## config.mk

```make
export PLATFORM = sky130hd
export DESIGN_NAME = bch8_err_fix
export DESIGN_NICKNAME = d
export VERILOG_FILES = /design/src/rtl/bch8_fix_pkg.sv /design/src/rtl/bch8_pos_unpack.sv /design/src/rtl/bch8_zero_count.sv /design/src/rtl/bch8_err_fix.sv
export SDC_FILE = /design/constraint.sdc
export NUM_CORES = 1
export LEC_CHECK = 0
export BUFFER_PORTS_ARGS = -buffer_cell sky130_fd_sc_hd__buf_2
export CAP_MARGIN = 20
export CORE_UTILIZATION = 50
export DETAILED_ROUTE_END_ITERATION = 10
export HOLD_SLACK_MARGIN = 0.1
export PLACE_DENSITY = 0.86
export SLEW_MARGIN = 20
export SYNTH_ARGS = -nofsm -noshare
export SYNTH_HDL_FRONTEND = slang
export SYNTH_SLANG_ARGS = --single-unit
```

## constraint.sdc

```tcl
create_clock -name clk_i -period 9.05 [get_ports clk_i]
set_input_delay 0.4525 -clock clk_i [delete_from_list [all_inputs] [get_ports clk_i]]
set_output_delay 0.4525 -clock clk_i [all_outputs]
set_load 0.03 [all_outputs]
```

## src/rtl/bch8_fix_pkg.sv

```systemverilog
package bch8_fix_pkg;
  localparam int unsigned NPOS  = 8;
  localparam int unsigned POS_W = 13;
  localparam int unsigned VEC_W = NPOS * POS_W;
  localparam int unsigned CODE_BYTES = 13;

  typedef enum logic [2:0] {
    ST_IDLE, ST_FIX_RD, ST_FIX_WR, ST_SCAN_RD, ST_SCAN_CHK, ST_FILL, ST_DONE
  } fix_state_e;
endpackage

```

## src/rtl/bch8_pos_unpack.sv

```systemverilog
module bch8_pos_unpack
  import bch8_fix_pkg::*;
#(
  parameter int unsigned SECT_BYTES = 512
) (
  input  logic [VEC_W-1:0]            vec_i,
  output logic [NPOS-1:0][POS_W-1:0]  pos_o,
  output logic [NPOS-1:0]             valid_o
);
  localparam logic [POS_W:0] LIMIT = (POS_W+1)'(SECT_BYTES * 8);

  for (genvar k = 0; k < NPOS; k++) begin : g_pos
    assign pos_o[k]   = vec_i[k*POS_W +: POS_W] ^ POS_W'(3);
    assign valid_o[k] = {1'b0, pos_o[k]} < LIMIT;
  end
endmodule

```

## src/rtl/bch8_zero_count.sv

```systemverilog
module bch8_zero_count #(
  parameter int unsigned NBYTES = 1,
  localparam int unsigned NBITS = NBYTES * 8,
  localparam int unsigned CW = $clog2(NBITS + 1)
) (
  input  logic [NBITS-1:0] bytes_i,
  output logic [CW-1:0]    zeros_o
);
  always_comb begin
    zeros_o = '0;
    for (int b = 0; b < NBITS; b++) zeros_o = zeros_o + CW'(!bytes_i[b]);
  end
endmodule

```

## src/rtl/bch8_err_fix.sv

```systemverilog
module bch8_err_fix
  import bch8_fix_pkg::*;
#(
  parameter int unsigned SECT_BYTES = 512,
  parameter int unsigned MAX_FIX = 8,
  localparam int unsigned ADDR_W = $clog2(SECT_BYTES)
) (
  input  logic                    clk_i,
  input  logic                    rst_ni,
  input  logic                    start_i,
  input  logic [31:0]             sts_i,
  input  logic [31:0]             ecc1_i,
  input  logic [31:0]             ecc2_i,
  input  logic [31:0]             ecc3_i,
  input  logic [CODE_BYTES*8-1:0] stored_ecc_i,
  output logic                    busy_o,
  output logic                    done_o,
  output logic [3:0]              result_o,
  output logic                    uncorr_o,
  output logic                    mem_req_o,
  output logic                    mem_we_o,
  output logic [ADDR_W-1:0]       mem_addr_o,
  output logic [7:0]              mem_wdata_o,
  input  logic [7:0]              mem_rdata_i
);
  localparam int unsigned ECW = $clog2(CODE_BYTES * 8 + 1);
  localparam logic [ADDR_W-1:0] LAST = ADDR_W'(SECT_BYTES - 1);

  fix_state_e               state_q;
  logic [VEC_W-1:0]         vec_q;
  logic [3:0]               left_q, applied_q, ez_q, res_q;
  logic [2:0]               idx_q;
  logic [ADDR_W-1:0]        addr_q;
  logic [4:0]               dz_q;
  logic                     uncorr_q;

  logic [NPOS-1:0][POS_W-1:0] pos;
  logic [NPOS-1:0]            valid;
  logic [ECW-1:0]             ecc_zeros;
  logic [3:0]                 byte_zeros;
  logic [POS_W-1:0]           pos_sel;
  logic                       valid_sel;
  logic [4:0]                 dz_new;
  logic [3:0]                 cnt_in;

  bch8_pos_unpack #(.SECT_BYTES(SECT_BYTES)) u_unpack (
    .vec_i(vec_q), .pos_o(pos), .valid_o(valid)
  );
  bch8_zero_count #(.NBYTES(CODE_BYTES)) u_ecc_zc (
    .bytes_i(stored_ecc_i), .zeros_o(ecc_zeros)
  );
  bch8_zero_count #(.NBYTES(1)) u_dat_zc (
    .bytes_i(mem_rdata_i), .zeros_o(byte_zeros)
  );

  assign pos_sel   = pos[idx_q];
  assign valid_sel = valid[idx_q];
  assign dz_new    = dz_q + 5'(byte_zeros);
  assign cnt_in    = sts_i[13:10];

  always_comb begin
    mem_req_o   = 1'b0;
    mem_we_o    = 1'b0;
    mem_addr_o  = addr_q;
    mem_wdata_o = 8'hFF;
    unique case (state_q)
      ST_FIX_RD: begin
        mem_req_o  = (left_q != 0) && valid_sel;
        mem_addr_o = pos_sel[ADDR_W+2:3];
      end
      ST_FIX_WR: begin
        mem_req_o   = 1'b1;
        mem_we_o    = 1'b1;
        mem_addr_o  = pos_sel[ADDR_W+2:3];
        mem_wdata_o = mem_rdata_i ^ (8'b1 << pos_sel[2:0]);
      end
      ST_SCAN_RD: mem_req_o = 1'b1;
      ST_FILL: begin
        mem_req_o = 1'b1;
        mem_we_o  = 1'b1;
      end
      default: ;
    endcase
  end

  always_ff @(posedge clk_i or negedge rst_ni) begin
    if (!rst_ni) begin
      state_q   <= ST_IDLE;
      vec_q     <= '0;
      left_q    <= '0;
      applied_q <= '0;
      idx_q     <= '0;
      addr_q    <= '0;
      ez_q      <= '0;
      dz_q      <= '0;
      res_q     <= '0;
      uncorr_q  <= 1'b0;
    end else begin
      unique case (state_q)
        ST_IDLE: if (start_i) begin
          vec_q     <= {sts_i[23:16], ecc3_i, ecc2_i, ecc1_i};
          left_q    <= cnt_in;
          applied_q <= '0;
          idx_q     <= '0;
          addr_q    <= '0;
          dz_q      <= '0;
          res_q     <= '0;
          uncorr_q  <= 1'b0;
          if (cnt_in == 0) state_q <= ST_DONE;
          else if (32'(cnt_in) <= MAX_FIX) state_q <= ST_FIX_RD;
          else if (32'(ecc_zeros) > MAX_FIX) begin
            uncorr_q <= 1'b1;
            state_q  <= ST_DONE;
          end else begin
            ez_q    <= 4'(ecc_zeros);
            state_q <= ST_SCAN_RD;
          end
        end
        ST_FIX_RD: begin
          if (left_q == 0 || !valid_sel) begin
            res_q   <= applied_q;
            state_q <= ST_DONE;
          end else state_q <= ST_FIX_WR;
        end
        ST_FIX_WR: begin
          idx_q     <= idx_q + 3'd1;
          applied_q <= applied_q + 4'd1;
          left_q    <= left_q - 4'd1;
          state_q   <= ST_FIX_RD;
        end
        ST_SCAN_RD: state_q <= ST_SCAN_CHK;
        ST_SCAN_CHK: begin
          dz_q <= dz_new;
          if (6'(ez_q) + 6'(dz_new) > 6'(MAX_FIX)) begin
            uncorr_q <= 1'b1;
            state_q  <= ST_DONE;
          end else if (addr_q == LAST) begin
            addr_q <= '0;
            res_q  <= 4'(dz_new);
            state_q <= (dz_new == 0) ? ST_DONE : ST_FILL;
          end else begin
            addr_q  <= addr_q + ADDR_W'(1);
            state_q <= ST_SCAN_RD;
          end
        end
        ST_FILL: begin
          addr_q <= addr_q + ADDR_W'(1);
          if (addr_q == LAST) state_q <= ST_DONE;
        end
        default: state_q <= ST_IDLE;
      endcase
    end
  end

  assign busy_o   = state_q != ST_IDLE;
  assign done_o   = state_q == ST_DONE;
  assign result_o = res_q;
  assign uncorr_o = uncorr_q;

  assert_idle_quiet_R1: assert property (@(posedge clk_i) disable iff (!rst_ni)
    !busy_o |-> !mem_req_o);
  assert_done_pulse_R8: assert property (@(posedge clk_i) disable iff (!rst_ni)
    done_o |=> !done_o);
  assert_busy_after_start_R8: assert property (@(posedge clk_i) disable iff (!rst_ni)
    (start_i && !busy_o) |=> busy_o);
  assert_rmw_same_addr_R9: assert property (@(posedge clk_i) disable iff (!rst_ni)
    mem_we_o && state_q == ST_FIX_WR |->
      $past(mem_req_o && !mem_we_o) && mem_addr_o == $past(mem_addr_o));
  assert_result_bound_R5: assert property (@(posedge clk_i) disable iff (!rst_ni)
    done_o |-> 32'(result_o) <= MAX_FIX);
  assert_uncorr_zero_R7: assert property (@(posedge clk_i) disable iff (!rst_ni)
    done_o && uncorr_o |-> result_o == 4'd0);
endmodule

```

==> impl_metrics.yaml <==
run_status:
  status: "completed"
cts:
  clkLatencyLatePin_ns: 0.43
  numCtsBuffers: 17
  clockBufferDepth: 2
  htreeDepth: 4
  cts_root_buf: "clkbuf_16"
  cts.repair.resized: 0
  cts_tree: "yes"
  clkTransAtPathRegs_ns: 0.06
  cts.sinks: 141
synth:
  syn_area_sq_um: 10200
  synthTopCellsByCount: "nand2_1, inv_1, dfrtp_1, fa_1, nor2_1"
  postSynth.asyncResetShare_pct: 100
  yosysWarnings: 0
  syn_nets: 1470
  ys.flop_type: "dfrtp_1"
  post-synth-top-count-cell: "nand2_1"
  avgSynthCellArea_sq_um: 9.32
  ys_ff_latch: 141
  synth_cells: 1094
  synth_top_cell_by_area: "dfrtp_1"
  ys_top_cells_by_area: "dfrtp_1, fa_1, nand2_1, inv_1, mux4_2"
  yosysSeqAreaShare_pct: 34.6
  synth-edff-count: 0
  ys_types: 58
  yosysTopAreaCellShare_pct: 34.6
timing:
  hold_viol_final: 0
  fin_worst_skew_ns: 0.00736
  slew_violations: 0
  rsz0062_at_grt: "no"
  fmax_mhz: 131
  tightest_slew_ns: 0.947
  fin_crit_ns: 7.62
  finalSetupViolCount: 0
  relSlewSlack_pct: 36.9
  tns_ns: 0
  min_period_over_period_pct: 84.2
critical_path:
  reg2reg_setup_slack_ns: 5.39
  r2r_cells: 10
  crit_type: "input pin to flop"
  r2r-start: "dz_q[0]"
  crit_path_end_kind: "flop"
  worstPathRequired_ns: 9.36
  crit_path_start_kind: "input pin"
  r2r_end: "result_o[0]"
  arrival_ns: 7.93
  critPathMaxFanout: 4
worst_hold_path:
  worstHoldEndpoint: "vec_q[100]"
  min_from: "sts_i[20]"
  hold_depth: 3
  hold_path_class: "input pin to flop"
route:
  wire_per_inst_um: 15.5
  wl_met3_um: 1390
  drt_iter0_drc: 519
  ant_nets: 0
  route.met2.wl_um: 12800
  via_per_inst: 5.21
  vias: 8385
  drc: 0
  dr.pass1.iters: 5
  top_layer: "met5"
  postRouteWirelength_um: 25000
  drt-met1-wl_um: 9890
layout:
  seqCellArea_sq_um: 3530
  multi_input_area_sq_um: 5850
  syn2layout_area_growth_pct: 20.7
  nets: 1702
  fillCellCount: 1560
  layout-drive-gt1-share_pct: 25.1
  fin_cells: 1610
global_routing:
  antenna_found_initial: 7
  grt_start_max_net_pins: 111
  grt_use_total_pct: 24.8
  overflow: 0
  grt_pass1_wl_um: 39400
  first_global_vias: 8427
floorplanning:
  initial_core_util_pct: 51.7
  coreArea_sq_um: 19700
  dieArea_sq_um: 21000
  fp.dieW_um: 145
  die_h_um: 145
  placementRows: 51
  io_pins: 269
placement:
  dp.cells: 1569
  port_buffers: 248
  hpwlAfterDp_um: 18900
  place_congestion: 0.828
run:
  cap_violations: 0
==> metal layers <==
layer,vias to the layer above,global-route usage (%)
met5,-,0
met1,4086,31.5
met2,297,41.2
met4,4,11.2
li1,3927,-
met3,71,4.64
==> how the worst max path moves through the flow <==
stage               startpoint       to  slack, ns  cells past startpoint
3_5_place_dp   stored_ecc_i[0]  ez_q[0]       0.94                     20
5_1_grt        stored_ecc_i[0]  ez_q[0]       1.11                     20
2_1_floorplan  stored_ecc_i[0]  ez_q[0]       1.43                     19
4_1_cts        stored_ecc_i[0]  ez_q[0]       1.38                     20
6_report       stored_ecc_i[0]  ez_q[0]       1.43                     20
3_3_place_gp   stored_ecc_i[0]  ez_q[1]       1.06                     20
==> cells by family (layout without fill, tap and decap cells) <==
kind of cell    after synthesis  after routing  share of synthesized area, %
mux                          52             52                          8.46
fa+ha+maj                   133            133                          23.5
compound gates              110            110                          7.30
xor+xnor                      9              9                         0.773
flops                       141            141                          34.6
buf+inv                     220            465                          8.14
simple gates                429            429                          17.2
other cells                   0              6                             0
==> critical path, stage by stage <==
cell and delay, ns:
buf_2 0.08, inv_1 0.04, ha_1 0.30, fa_1 0.48, fa_1 0.56, fa_1 0.45, fa_1 0.50, fa_1 0.51
fa_1 0.56, fa_1 0.45, fa_1 0.54, fa_1 0.44, fa_1 0.47, fa_1 0.44, a21o_1 0.17, a21oi_1 0.20
o2111ai_1 0.16, or3b_2 0.48, nor3_2 0.27, mux2_2 0.38
==> registers in the layout, summed over array words and instances, names as in the netlist <==
name,count
state_q,3
result_o,4
ez_q,4
left_q,4
addr_q,9
dz_q,5
uncorr_o,1
applied_q,4
vec_q,104
idx_q,3
==> metrics by stage <==
step | instance area [sq um] | utilization (%) | setup WS [ns] | hold WS (ns)
5_1_grt | 12300 | 62.4 | 1.11 | 0.207
2_1_floorplan | 10200 | - | 1.43 | 0.157
6_report | 12300 | 62.4 | 1.43 | 0.211
3_5_place_dp | 11600 | 59.1 | 0.944 | 0.459
3_3_place_gp | 11600 | 59.1 | 1.06 | 0.453
4_1_cts | 12200 | 62.1 | 1.38 | 0.199
==> layout by cell type (no fill, tap or decap), types with 9 or more instances in the layout <==
| cell type | netlist | final |
|---|---|---|
| a21oi_1 | 24 | 24 |
| buf_2 | 3 | 247 |
| o21ai_0 | 25 | 25 |
| fa_1 | 98 | 98 |
| mux4_2 | 26 | 26 |
| a22o_1 | 11 | 11 |
| nor2_1 | 37 | 37 |
| ha_1 | 35 | 35 |
| nand2_1 | 341 | 340 |
| inv_1 | 179 | 179 |
| mux2i_1 | 13 | 13 |
| mux2_2 | 13 | 13 |
| nand3_1 | 9 | 9 |
| dfrtp_1 | 141 | 140 |
| clkbuf_16 | 0 | 17 |
==> what timing repair did <==
action	CTS	global route
buffers inserted	0	0
hold buffers	1	0
endpoints found under the hold margin	66	0
==> layout make-up <==
class / count / share of cell area (%)
Clock buffer: 19 / 3.60
Inverter: 179 / 5.46
Antenna cell: 6 / 0.122
Sequential cell: 141 / 28.7
Timing Repair Buffer: 254 / 10.7
Clock inverter: 13 / 1.14
Multi-Input combinational cell: 733 / 47.6
Tap cell: 265 / 2.70
Power is not shown: default switching activity piles up to over one toggle a cycle in this logic, so the estimate is an artifact.
